**src/rtl/evtctr_pkg.sv**
```systemverilog
package evtctr_pkg;
  localparam int REG_W  = 32;
  localparam int ADDR_W = 6;
  localparam int SLOT_W = ADDR_W - 2;

  // registers within slot 0
  localparam logic [1:0] G_FRZ_ALL  = 2'd0;
  localparam logic [1:0] G_FRZ_MASK = 2'd1;
  localparam logic [1:0] G_CYC_LO   = 2'd2;
  localparam logic [1:0] G_CYC_HI   = 2'd3;

  // registers within an event counter slot
  localparam logic [1:0] C_SEL = 2'd0;
  localparam logic [1:0] C_VAL = 2'd1;

  function automatic logic [ADDR_W-1:0] reg_addr(input int slot, input logic [1:0] rg);
    return {SLOT_W'(slot), rg};
  endfunction
endpackage

```
**src/rtl/evtctr_dec.sv**
```systemverilog
module evtctr_dec
  import evtctr_pkg::*;
#(
  parameter int NUM_CTR = 9
) (
  input  logic               wr_en,
  input  logic [ADDR_W-1:0]  wr_addr,
  output logic               wr_fa,
  output logic               wr_mask,
  output logic               wr_cyc_lo,
  output logic               wr_cyc_hi,
  output logic [NUM_CTR:1]   wr_sel,
  output logic [NUM_CTR:1]   wr_val
);
  logic [SLOT_W-1:0] slot;
  logic [1:0]        rg;
  logic              glb;

  assign slot = wr_addr[ADDR_W-1:2];
  assign rg   = wr_addr[1:0];
  assign glb  = wr_en && (slot == '0);

  assign wr_fa     = glb && (rg == G_FRZ_ALL);
  assign wr_mask   = glb && (rg == G_FRZ_MASK);
  assign wr_cyc_lo = glb && (rg == G_CYC_LO);
  assign wr_cyc_hi = glb && (rg == G_CYC_HI);

  for (genvar n = 1; n <= NUM_CTR; n++) begin : g_slot
    logic hit;
    assign hit       = wr_en && (slot == SLOT_W'(n));
    assign wr_sel[n] = hit && (rg == C_SEL);
    assign wr_val[n] = hit && (rg == C_VAL);
  end
endmodule

```
**src/rtl/evtctr_regs.sv**
```systemverilog
module evtctr_regs #(
  parameter int NUM_CTR = 9,
  parameter int SEL_W   = 6
) (
  input  logic                          clk,
  input  logic                          rst,
  input  logic                          wr_fa,
  input  logic                          wr_mask,
  input  logic [NUM_CTR:1]              wr_sel,
  input  logic [NUM_CTR:0]              cfg_d,
  input  logic [SEL_W-1:0]              sel_d,
  output logic                          freeze_all,
  output logic [NUM_CTR:1]              frz_mask,
  output logic [NUM_CTR:1][SEL_W-1:0]   sel_q
);
  always_ff @(posedge clk) begin
    if (rst) begin
      freeze_all <= 1'b1;
      frz_mask   <= '0;
    end else begin
      if (wr_fa)   freeze_all <= cfg_d[0];
      if (wr_mask) frz_mask   <= cfg_d[NUM_CTR:1];
    end
  end

  for (genvar n = 1; n <= NUM_CTR; n++) begin : g_sel
    always_ff @(posedge clk) begin
      if (rst)            sel_q[n] <= '0;
      else if (wr_sel[n]) sel_q[n] <= sel_d;
    end
  end
endmodule

```
**src/rtl/evtctr_evsel.sv**
```systemverilog
module evtctr_evsel #(
  parameter int NUM_SRC = 64,
  parameter int SEL_W   = 6
) (
  input  logic [NUM_SRC-1:0] ev,
  input  logic [SEL_W-1:0]   sel,
  output logic               hit
);
  always_comb begin
    hit = 1'b0;
    for (int i = 0; i < NUM_SRC; i++) begin
      if (sel == SEL_W'(i)) hit = ev[i];
    end
  end
endmodule

```
**src/rtl/evtctr_counter.sv**
```systemverilog
module evtctr_counter
  import evtctr_pkg::*;
#(
  parameter int W = 32   // at most 2*REG_W
) (
  input  logic             clk,
  input  logic             rst,
  input  logic             run,
  input  logic             inc,
  input  logic             wr_lo,
  input  logic             wr_hi,
  input  logic [REG_W-1:0] wdata,
  output logic [W-1:0]     value
);
  logic [W-1:0] nxt;

  if (W > REG_W) begin : g_wide
    always_comb begin
      nxt = value;
      if (wr_lo) nxt[REG_W-1:0] = wdata;
      if (wr_hi) nxt[W-1:REG_W] = wdata[W-REG_W-1:0];
      if (!wr_lo && !wr_hi && run && inc) nxt = value + W'(1);
    end
  end else begin : g_narrow
    always_comb begin
      nxt = value;
      if (wr_lo)                    nxt = wdata[W-1:0];
      else if (!wr_hi && run && inc) nxt = value + W'(1);
    end
  end

  always_ff @(posedge clk) begin
    if (rst) value <= '0;
    else     value <= nxt;
  end
endmodule

```
**src/rtl/evtctr_bank.sv**
```systemverilog
module evtctr_bank
  import evtctr_pkg::*;
#(
  parameter int NUM_CTR = 9,
  parameter int EVT_W   = 32,
  parameter int CYC_W   = 64,
  parameter int NUM_SRC = 64
) (
  input  logic               clk,
  input  logic               rst,
  input  logic [NUM_SRC-1:0] ev,
  input  logic               wr_en,
  input  logic [ADDR_W-1:0]  wr_addr,
  input  logic [REG_W-1:0]   wr_data,
  input  logic [ADDR_W-1:0]  rd_addr,
  output logic [REG_W-1:0]   rd_data
);
  localparam int SEL_W = $clog2(NUM_SRC);

  logic                        wr_fa, wr_mask, wr_cyc_lo, wr_cyc_hi;
  logic [NUM_CTR:1]            wr_sel, wr_val;
  logic                        freeze_all;
  logic [NUM_CTR:1]            frz_mask;
  logic [NUM_CTR:1][SEL_W-1:0] sel_q;
  logic [CYC_W-1:0]            cyc_q;
  logic [NUM_CTR:1][EVT_W-1:0] cnt_q;

  evtctr_dec #(.NUM_CTR(NUM_CTR)) u_dec (
    .wr_en     (wr_en),
    .wr_addr   (wr_addr),
    .wr_fa     (wr_fa),
    .wr_mask   (wr_mask),
    .wr_cyc_lo (wr_cyc_lo),
    .wr_cyc_hi (wr_cyc_hi),
    .wr_sel    (wr_sel),
    .wr_val    (wr_val)
  );

  evtctr_regs #(.NUM_CTR(NUM_CTR), .SEL_W(SEL_W)) u_regs (
    .clk        (clk),
    .rst        (rst),
    .wr_fa      (wr_fa),
    .wr_mask    (wr_mask),
    .wr_sel     (wr_sel),
    .cfg_d      (wr_data[NUM_CTR:0]),
    .sel_d      (wr_data[SEL_W-1:0]),
    .freeze_all (freeze_all),
    .frz_mask   (frz_mask),
    .sel_q      (sel_q)
  );

  // time counter: obeys only the stop-all bit
  evtctr_counter #(.W(CYC_W)) u_cyc (
    .clk   (clk),
    .rst   (rst),
    .run   (!freeze_all),
    .inc   (1'b1),
    .wr_lo (wr_cyc_lo),
    .wr_hi (wr_cyc_hi),
    .wdata (wr_data),
    .value (cyc_q)
  );

  for (genvar n = 1; n <= NUM_CTR; n++) begin : g_ctr
    logic hit;

    evtctr_evsel #(.NUM_SRC(NUM_SRC), .SEL_W(SEL_W)) u_sel (
      .ev  (ev),
      .sel (sel_q[n]),
      .hit (hit)
    );

    evtctr_counter #(.W(EVT_W)) u_cnt (
      .clk   (clk),
      .rst   (rst),
      .run   (!(freeze_all || frz_mask[n])),
      .inc   (hit),
      .wr_lo (wr_val[n]),
      .wr_hi (1'b0),
      .wdata (wr_data),
      .value (cnt_q[n])
    );
  end

  // read mux
  logic [SLOT_W-1:0] rd_slot;
  logic [1:0]        rd_rg;
  assign rd_slot = rd_addr[ADDR_W-1:2];
  assign rd_rg   = rd_addr[1:0];

  always_comb begin
    rd_data = '0;
    if (rd_slot == '0) begin
      case (rd_rg)
        G_FRZ_ALL:  rd_data = REG_W'(freeze_all);
        G_FRZ_MASK: rd_data = REG_W'({frz_mask, 1'b0});
        G_CYC_LO:   rd_data = cyc_q[REG_W-1:0];
        default:    rd_data = REG_W'(cyc_q >> REG_W);
      endcase
    end else begin
      for (int n = 1; n <= NUM_CTR; n++) begin
        if (rd_slot == SLOT_W'(n)) begin
          if (rd_rg == C_SEL)      rd_data = REG_W'(sel_q[n]);
          else if (rd_rg == C_VAL) rd_data = REG_W'(cnt_q[n]);
        end
      end
    end
  end
endmodule

```
**config.mk**
```make
export PLATFORM = sky130hd
export DESIGN_NAME = evtctr_bank
export DESIGN_NICKNAME = d
export VERILOG_FILES = /design/src/rtl/evtctr_pkg.sv /design/src/rtl/evtctr_dec.sv /design/src/rtl/evtctr_regs.sv /design/src/rtl/evtctr_evsel.sv /design/src/rtl/evtctr_counter.sv /design/src/rtl/evtctr_bank.sv
export SDC_FILE = /design/constraint.sdc
export NUM_CORES = 2
export LEC_CHECK = 0
export CORE_ASPECT_RATIO = 1.75
export CORE_MARGIN = 1
export CORE_UTILIZATION = 60
export CTS_CLUSTER_SIZE = 25
export DETAILED_ROUTE_END_ITERATION = 7
export PLACE_DENSITY = 0.79
export SLEW_MARGIN = 20
export SYNTH_ARGS = -nofsm -noshare
export SYNTH_HDL_FRONTEND = slang
export SYNTH_SLANG_ARGS = --single-unit
```
**constraint.sdc**
```tcl
create_clock -name clk -period 8.49 [get_ports clk]
set_input_delay 1.2735 -clock clk [delete_from_list [all_inputs] [get_ports clk]]
set_output_delay 1.2735 -clock clk [all_outputs]
set_load 0.1 [all_outputs]
```
==> key figures, run 1 <==
Outcome
  • Outcome: did not finish
  • Stopped at: global routing (5_1_grt)
  • Log Error: [ERROR GRT-0116] Global routing finished with congestion. Check the congestion regions in the DRC Viewer.

Logic synthesis
  • Syn Inst Count: approximately 4800
  • Distinct cells, synth: 105
  • Post-synthesis net count: 4938
  • Asr flop ratio synth: 0%
  • EDFF count, synth: 0
  • Synthesized area per cell: about 7.3 um^2
  • Post-synth top flop: dfxtp_1
  • Yosys reg bits: around 420
  • Syn Std Cell Area: ~0.035 mm^2
  • Synth warn: 0
  • Sequential area share after synthesis: 23.8%

GRT
  • Vias in the first global route: 40000
  • GR Overflow Total: 16
  • Largest net degree at the start of global routing: between 90 and 100
  • First-pass GRT wire length: 285 mm
  • Gr usage total: 65.5%

Floorplanning
  • Initial Utilization: 60.9%
  • FP Rows: roughly 120
  • Num ports: ~140
  • Die Span Y: roughly 320 um
  • Die width: 185 um

Clock network
  • # resized after CTS: 0
  • Clock sinks: ~420
  • H-tree depth: 2
  • Total CTS buffers: 38
  • CTS Buffer Depth: 3
  • Hold Buf Count CTS: 0
  • Clock root cell: clkbuf_16
  • Setup Buffers After CTS: 0

Place
  • I/O Buffers: roughly 140
  • HPWL Detailed: approximately 120 mm
  • Gp weighted congestion: about 1.1
metal layers:
layer	overflow	GRT usage [%]
met4	11	69.0
met1	0	68.0
met2	4	88.3
met5	0	2.89
met3	1	36.9
per-stage QoR:
step	instances	instance area [um^2]	hold slack (ns)	setup WS, ns	util, %
2_1_floorplan	4817	35000	0.468	2.29	-
3_5_place_dp	5375	36400	0.481	1.84	63.4
4_1_cts	5445	37700	0.498	1.82	65.6
3_3_place_gp	5375	36400	0.469	1.82	63.4
synthesized netlist by cell type (all sizes together) (137+ instances only):
master	count	area, um^2
buf	149	823
clkbuf	346	1300
nor2	562	2110
mux2i	152	1520
nand2	387	1450
a21oi	244	1220
nor3	137	706
inv	137	514
nand3	178	891
dfxtp	416	8330
o21ai	234	1170
a211oi	204	1540
cell families after synthesis:
group | Yosys count | share of synthesized area, %
buf+inv | 633 | 7.55
fa+ha+maj | 10 | 0.357
mux | 207 | 6.60
simple gates | 1987 | 29.0
xor+xnor | 153 | 3.83
flops | 416 | 23.8
compound gates | 1411 | 28.8
==> run 2: changes to the inputs <==
--- a/config.mk
+++ b/config.mk
@@ -5,12 +5,10 @@
 export SDC_FILE = /design/constraint.sdc
 export NUM_CORES = 2
 export LEC_CHECK = 0
-export CORE_ASPECT_RATIO = 1.75
 export CORE_MARGIN = 1
-export CORE_UTILIZATION = 60
-export CTS_CLUSTER_SIZE = 25
+export CORE_UTILIZATION = 40
 export DETAILED_ROUTE_END_ITERATION = 7
-export PLACE_DENSITY = 0.79
+export PLACE_DENSITY_LB_ADDON = 0.15
 export SLEW_MARGIN = 20
 export SYNTH_ARGS = -nofsm -noshare
 export SYNTH_HDL_FRONTEND = slang
==> run 2 against run 1 <==
Compared with the run above:
- area after synthesis is the same
- the flow now finishes, with violations (design-rule violations)
- synthesized cell count is the same
==> key figures, run 2 <==
Clock network
  • H-tree depth: 2 (unchanged)
  • Hold Buf Count CTS: 0 (unchanged)
  • # resized after CTS: 0 (unchanged)
  • Clock Latency Late Sink: roughly 0.61 ns
  • CTS clk-pin slew, worst paths: ~0.060 ns
  • CTS Buffer Depth: 3 (unchanged)
  • Clock root cell: clkbuf_16
  • Setup Buffers After CTS: 0 (unchanged)
  • CTS tree: yes
  • Total CTS buffers: 48 (+26%)
  • Clock sinks: 416 (unchanged)

Logic synthesis
  • Yosys reg bits: 416 (unchanged)
  • Post-Synth Simple-Gate Area: 29.0% (unchanged)
  • Synth warn: 0 (unchanged)
  • XOR/XNOR share of the synthesized area: 3.83% (unchanged)
  • Post-synth top flop: dfxtp_1
  • Syn Inst Count: 4817 (unchanged)
  • EDFF count, synth: 0 (unchanged)
  • Post-synth top cells: 562 x nor2_1, 416 x dfxtp_1, 387 x nand2_1, 344 x clkbuf_1, 243 x a21oi_1
  • Leading area contributor after synthesis: dfxtp_1
  • Post-synthesis net count: 4938 (unchanged)
  • Synthesized area per cell: 7.27 um^2 (unchanged)
  • Sequential area share after synthesis: 23.8% (unchanged)
  • Mux contribution to synthesized area: 6.60% (unchanged)
  • Post-Synth Adder-Cell Area: 0.357% (unchanged)
  • Largest family of logic cells by synthesized area: simple AND/OR/NAND/NOR gates
  • Synth top area share: 23.8% (unchanged)
  • Most frequent cell after synthesis: nor2_1
  • Synth Area in Compound Gates: 28.8% (unchanged)
  • Asr flop ratio synth: 0% (unchanged)
  • Syn Std Cell Area: 0.0350 mm^2 (unchanged)
  • Distinct cells, synth: 105 (unchanged)
  • Main area contributors after synthesis: dfxtp_1 24%, nor2_1 6.0%, mux2i_1 4.3%, a211oi_1 4.3%, nand2_1 4.1%

Routing
  • Average wire per standard cell: around 29 um
  • Antenna-violating nets left: 0
  • Final wirelength: between 150 and 200 mm
  • Detailed Route Iter0 Violations: 4953
  • Vias per inst: just under 7
  • DRC Markers: 3
  • Drt pass-1 iters: 8
  • Total number of vias: about 40000

Floorplanning
  • Initial Utilization: 40.4% (-21 points)
  • FP Rows: 108 (-6.9%)
  • Die Span Y: 298 um (-7.4%)
  • Num ports: 143 (unchanged)
  • Die width: 298 um (+61%)
  • Die footprint: between 0.08 and 0.09 mm^2
  • Placeable Area: slightly below 0.09 mm^2

Worst setup path
  • Critical Path Fanout Max: 15
  • CP startpoint kind: primary input
  • Critical Path AT: around 5.8 ns
  • Critical path cell sequence: clkdlybuf4s50_1 > nand3_1 > nor2_1 > a222oi_1 > nand3_1 > nand2_1 > o21ai_0 > clkdlybuf4s50_1
  • Critical path startpoint: rd_addr[3]
  • R2r startpoint: u_regs.sel_q[37]
  • CP Class: in2out
  • WP data required: 7.22 ns
  • Slowest cell delay on critical path: approximately 1.3 ns
  • Crit path capture type: output pin
  • Critical-path top delay cell: clkdlybuf4s50_1

STA
  • Post-route minimum period: just over 7 ns
  • Worst clock skew: approximately 0.025 ns
  • Final Setup Violations: 0
  • Worst slew margin: between 10% and 20%
  • Final period util: 83.7%
  • Slew Viols, Final: 0
  • RSZ-0062 raised after global routing: false
  • TNS Setup: 0 ns
  • Slew of the pin with the lowest slew margin: 1.23 ns
  • Peak Freq: 0.141 GHz
  • Fin. Hold Viols: 0

Final layout
  • Top reg by flops: g_ctr.u_cnt.value
  • Design Area, Final: slightly below 0.04 mm^2
  • Largest regs: g_ctr.u_cnt.value: 288 flops, u_cyc.value: 64 flops, u_regs.sel_q: 54 flops
  • Filler Cell Count: just under 9000
  • Number of flip-flops under the largest register name: ~290
  • Layout Area Growth over Synthesis: 9.93%
  • Nets: roughly 4800
  • Layout cell share with drive strength beyond 1: under 10%
  • Commonest cells after routing, fill and taps aside: 558 x nor2_1, 413 x dfxtp_1, 379 x nand2_1
  • Commonest non-fill, non-tap cell in the layout: nor2_1

Place
  • I/O Buffers: 142 (unchanged)
  • Placement Cell Area: 0.0369 mm^2 (+1.3%)
  • Gp weighted congestion: 0.996 (-11%)
  • HPWL Detailed: 119 mm (-4.5%)

Power and ir drop
  • Pwr Density: 122 mW/mm^2
  • Peak VDD IR: about 130 uV
  • Leakage power: 11.9 nW

Job
  • Max-Cap Viols: 0

GRT
  • Largest net degree at the start of global routing: slightly below 200
  • GR Overflow Total: 0
  • Vias in the first global route: between 30000 and 40000
  • Gr usage total: approximately 37%
  • First-pass GRT wire length: between 200 and 250 mm
  • Initial antenna violation count: 8

Outcome
  • Failing checks: design-rule violations
  • Outcome: complete, but fails checks

Worst hold path
  • Min-delay worst type: reg2reg
  • Hold_sp: u_regs.sel_q[12]
## run 2: metal layers
metal / track usage (%) / up-vias / wire length (um)
met2: 55.5 / 2412 / 73500
li1: - / 17900 / -
met1: 49.4 / 19200 / 69000
met3: 6.13 / 580 / 17200
met4: 23.7 / 12 / 12600
met5: 0 / - / 84
## run 2: power by group
group	switching (mW)	total, mW	internal [mW]	leakage (nW)
logic	0.415	0.570	0.154	7.75
clock network	0.906	2.13	1.22	0.759
registers	0.0287	2.00	1.97	3.35
## run 2: worst max-delay path, delay by kind of cell
| family | cells | cell delay (ns) |
|---|---|---|
| buf+inv | 2 | 2.19 |
| simple gates | 4 | 1.49 |
| compound gates | 2 | 0.86 |
## run 2: layout make-up
type	count	area, um^2	share of cell area, %
clock inverters	11	113	0.293
diodes	2	5.00	0.0130
flip-flops and latches	416	8330	21.6
repair buffers	286	2450	6.38
inverters	138	518	1.35
clock buffers	75	1440	3.75
well taps	1155	1450	3.75
multi-input cells	3768	24200	62.8
## run 2: path summary, 6_finish.rpt
check	cells after the start	slack, ns	end
setup reg to reg	10	3.84	g_ctr[7].u_cnt.value[17]
setup / recovery	8	1.38	rd_data[7]
hold reg to reg	2	0.46	u_regs.sel_q[12]
hold / removal	2	0.46	u_regs.sel_q[12]
## run 2: per-stage QoR
stage               hold WS (ns)  std cells  total power [mW]  worst slack [ns]  util [%]
CTS                        0.457       5849              4.68              1.63      44.3
global placement           0.443       5763              2.58              1.75      42.5
global route               0.484       5849              4.79              1.48      44.4
finish                     0.456       5851              4.70              1.38      44.4
floorplan                  0.468       4817              2.29              2.29         -
detailed placement         0.449       5763              2.58              1.66      42.5
## run 2: logic make-up (layout without fill, tap and decap cells)
family                   count (synthesis)  after routing
other                                    0              2
flip-flops                             416            416
adder cells (fa/ha/maj)                 10             10
AO/OA/AOI/OAI                         1411           1411
multiplexers                           207            207
XOR/XNOR                               153            153
buffers and inverters                  633            510
AND/OR/NAND/NOR                       1987           1987
Power figures use the tool's default switching activity.
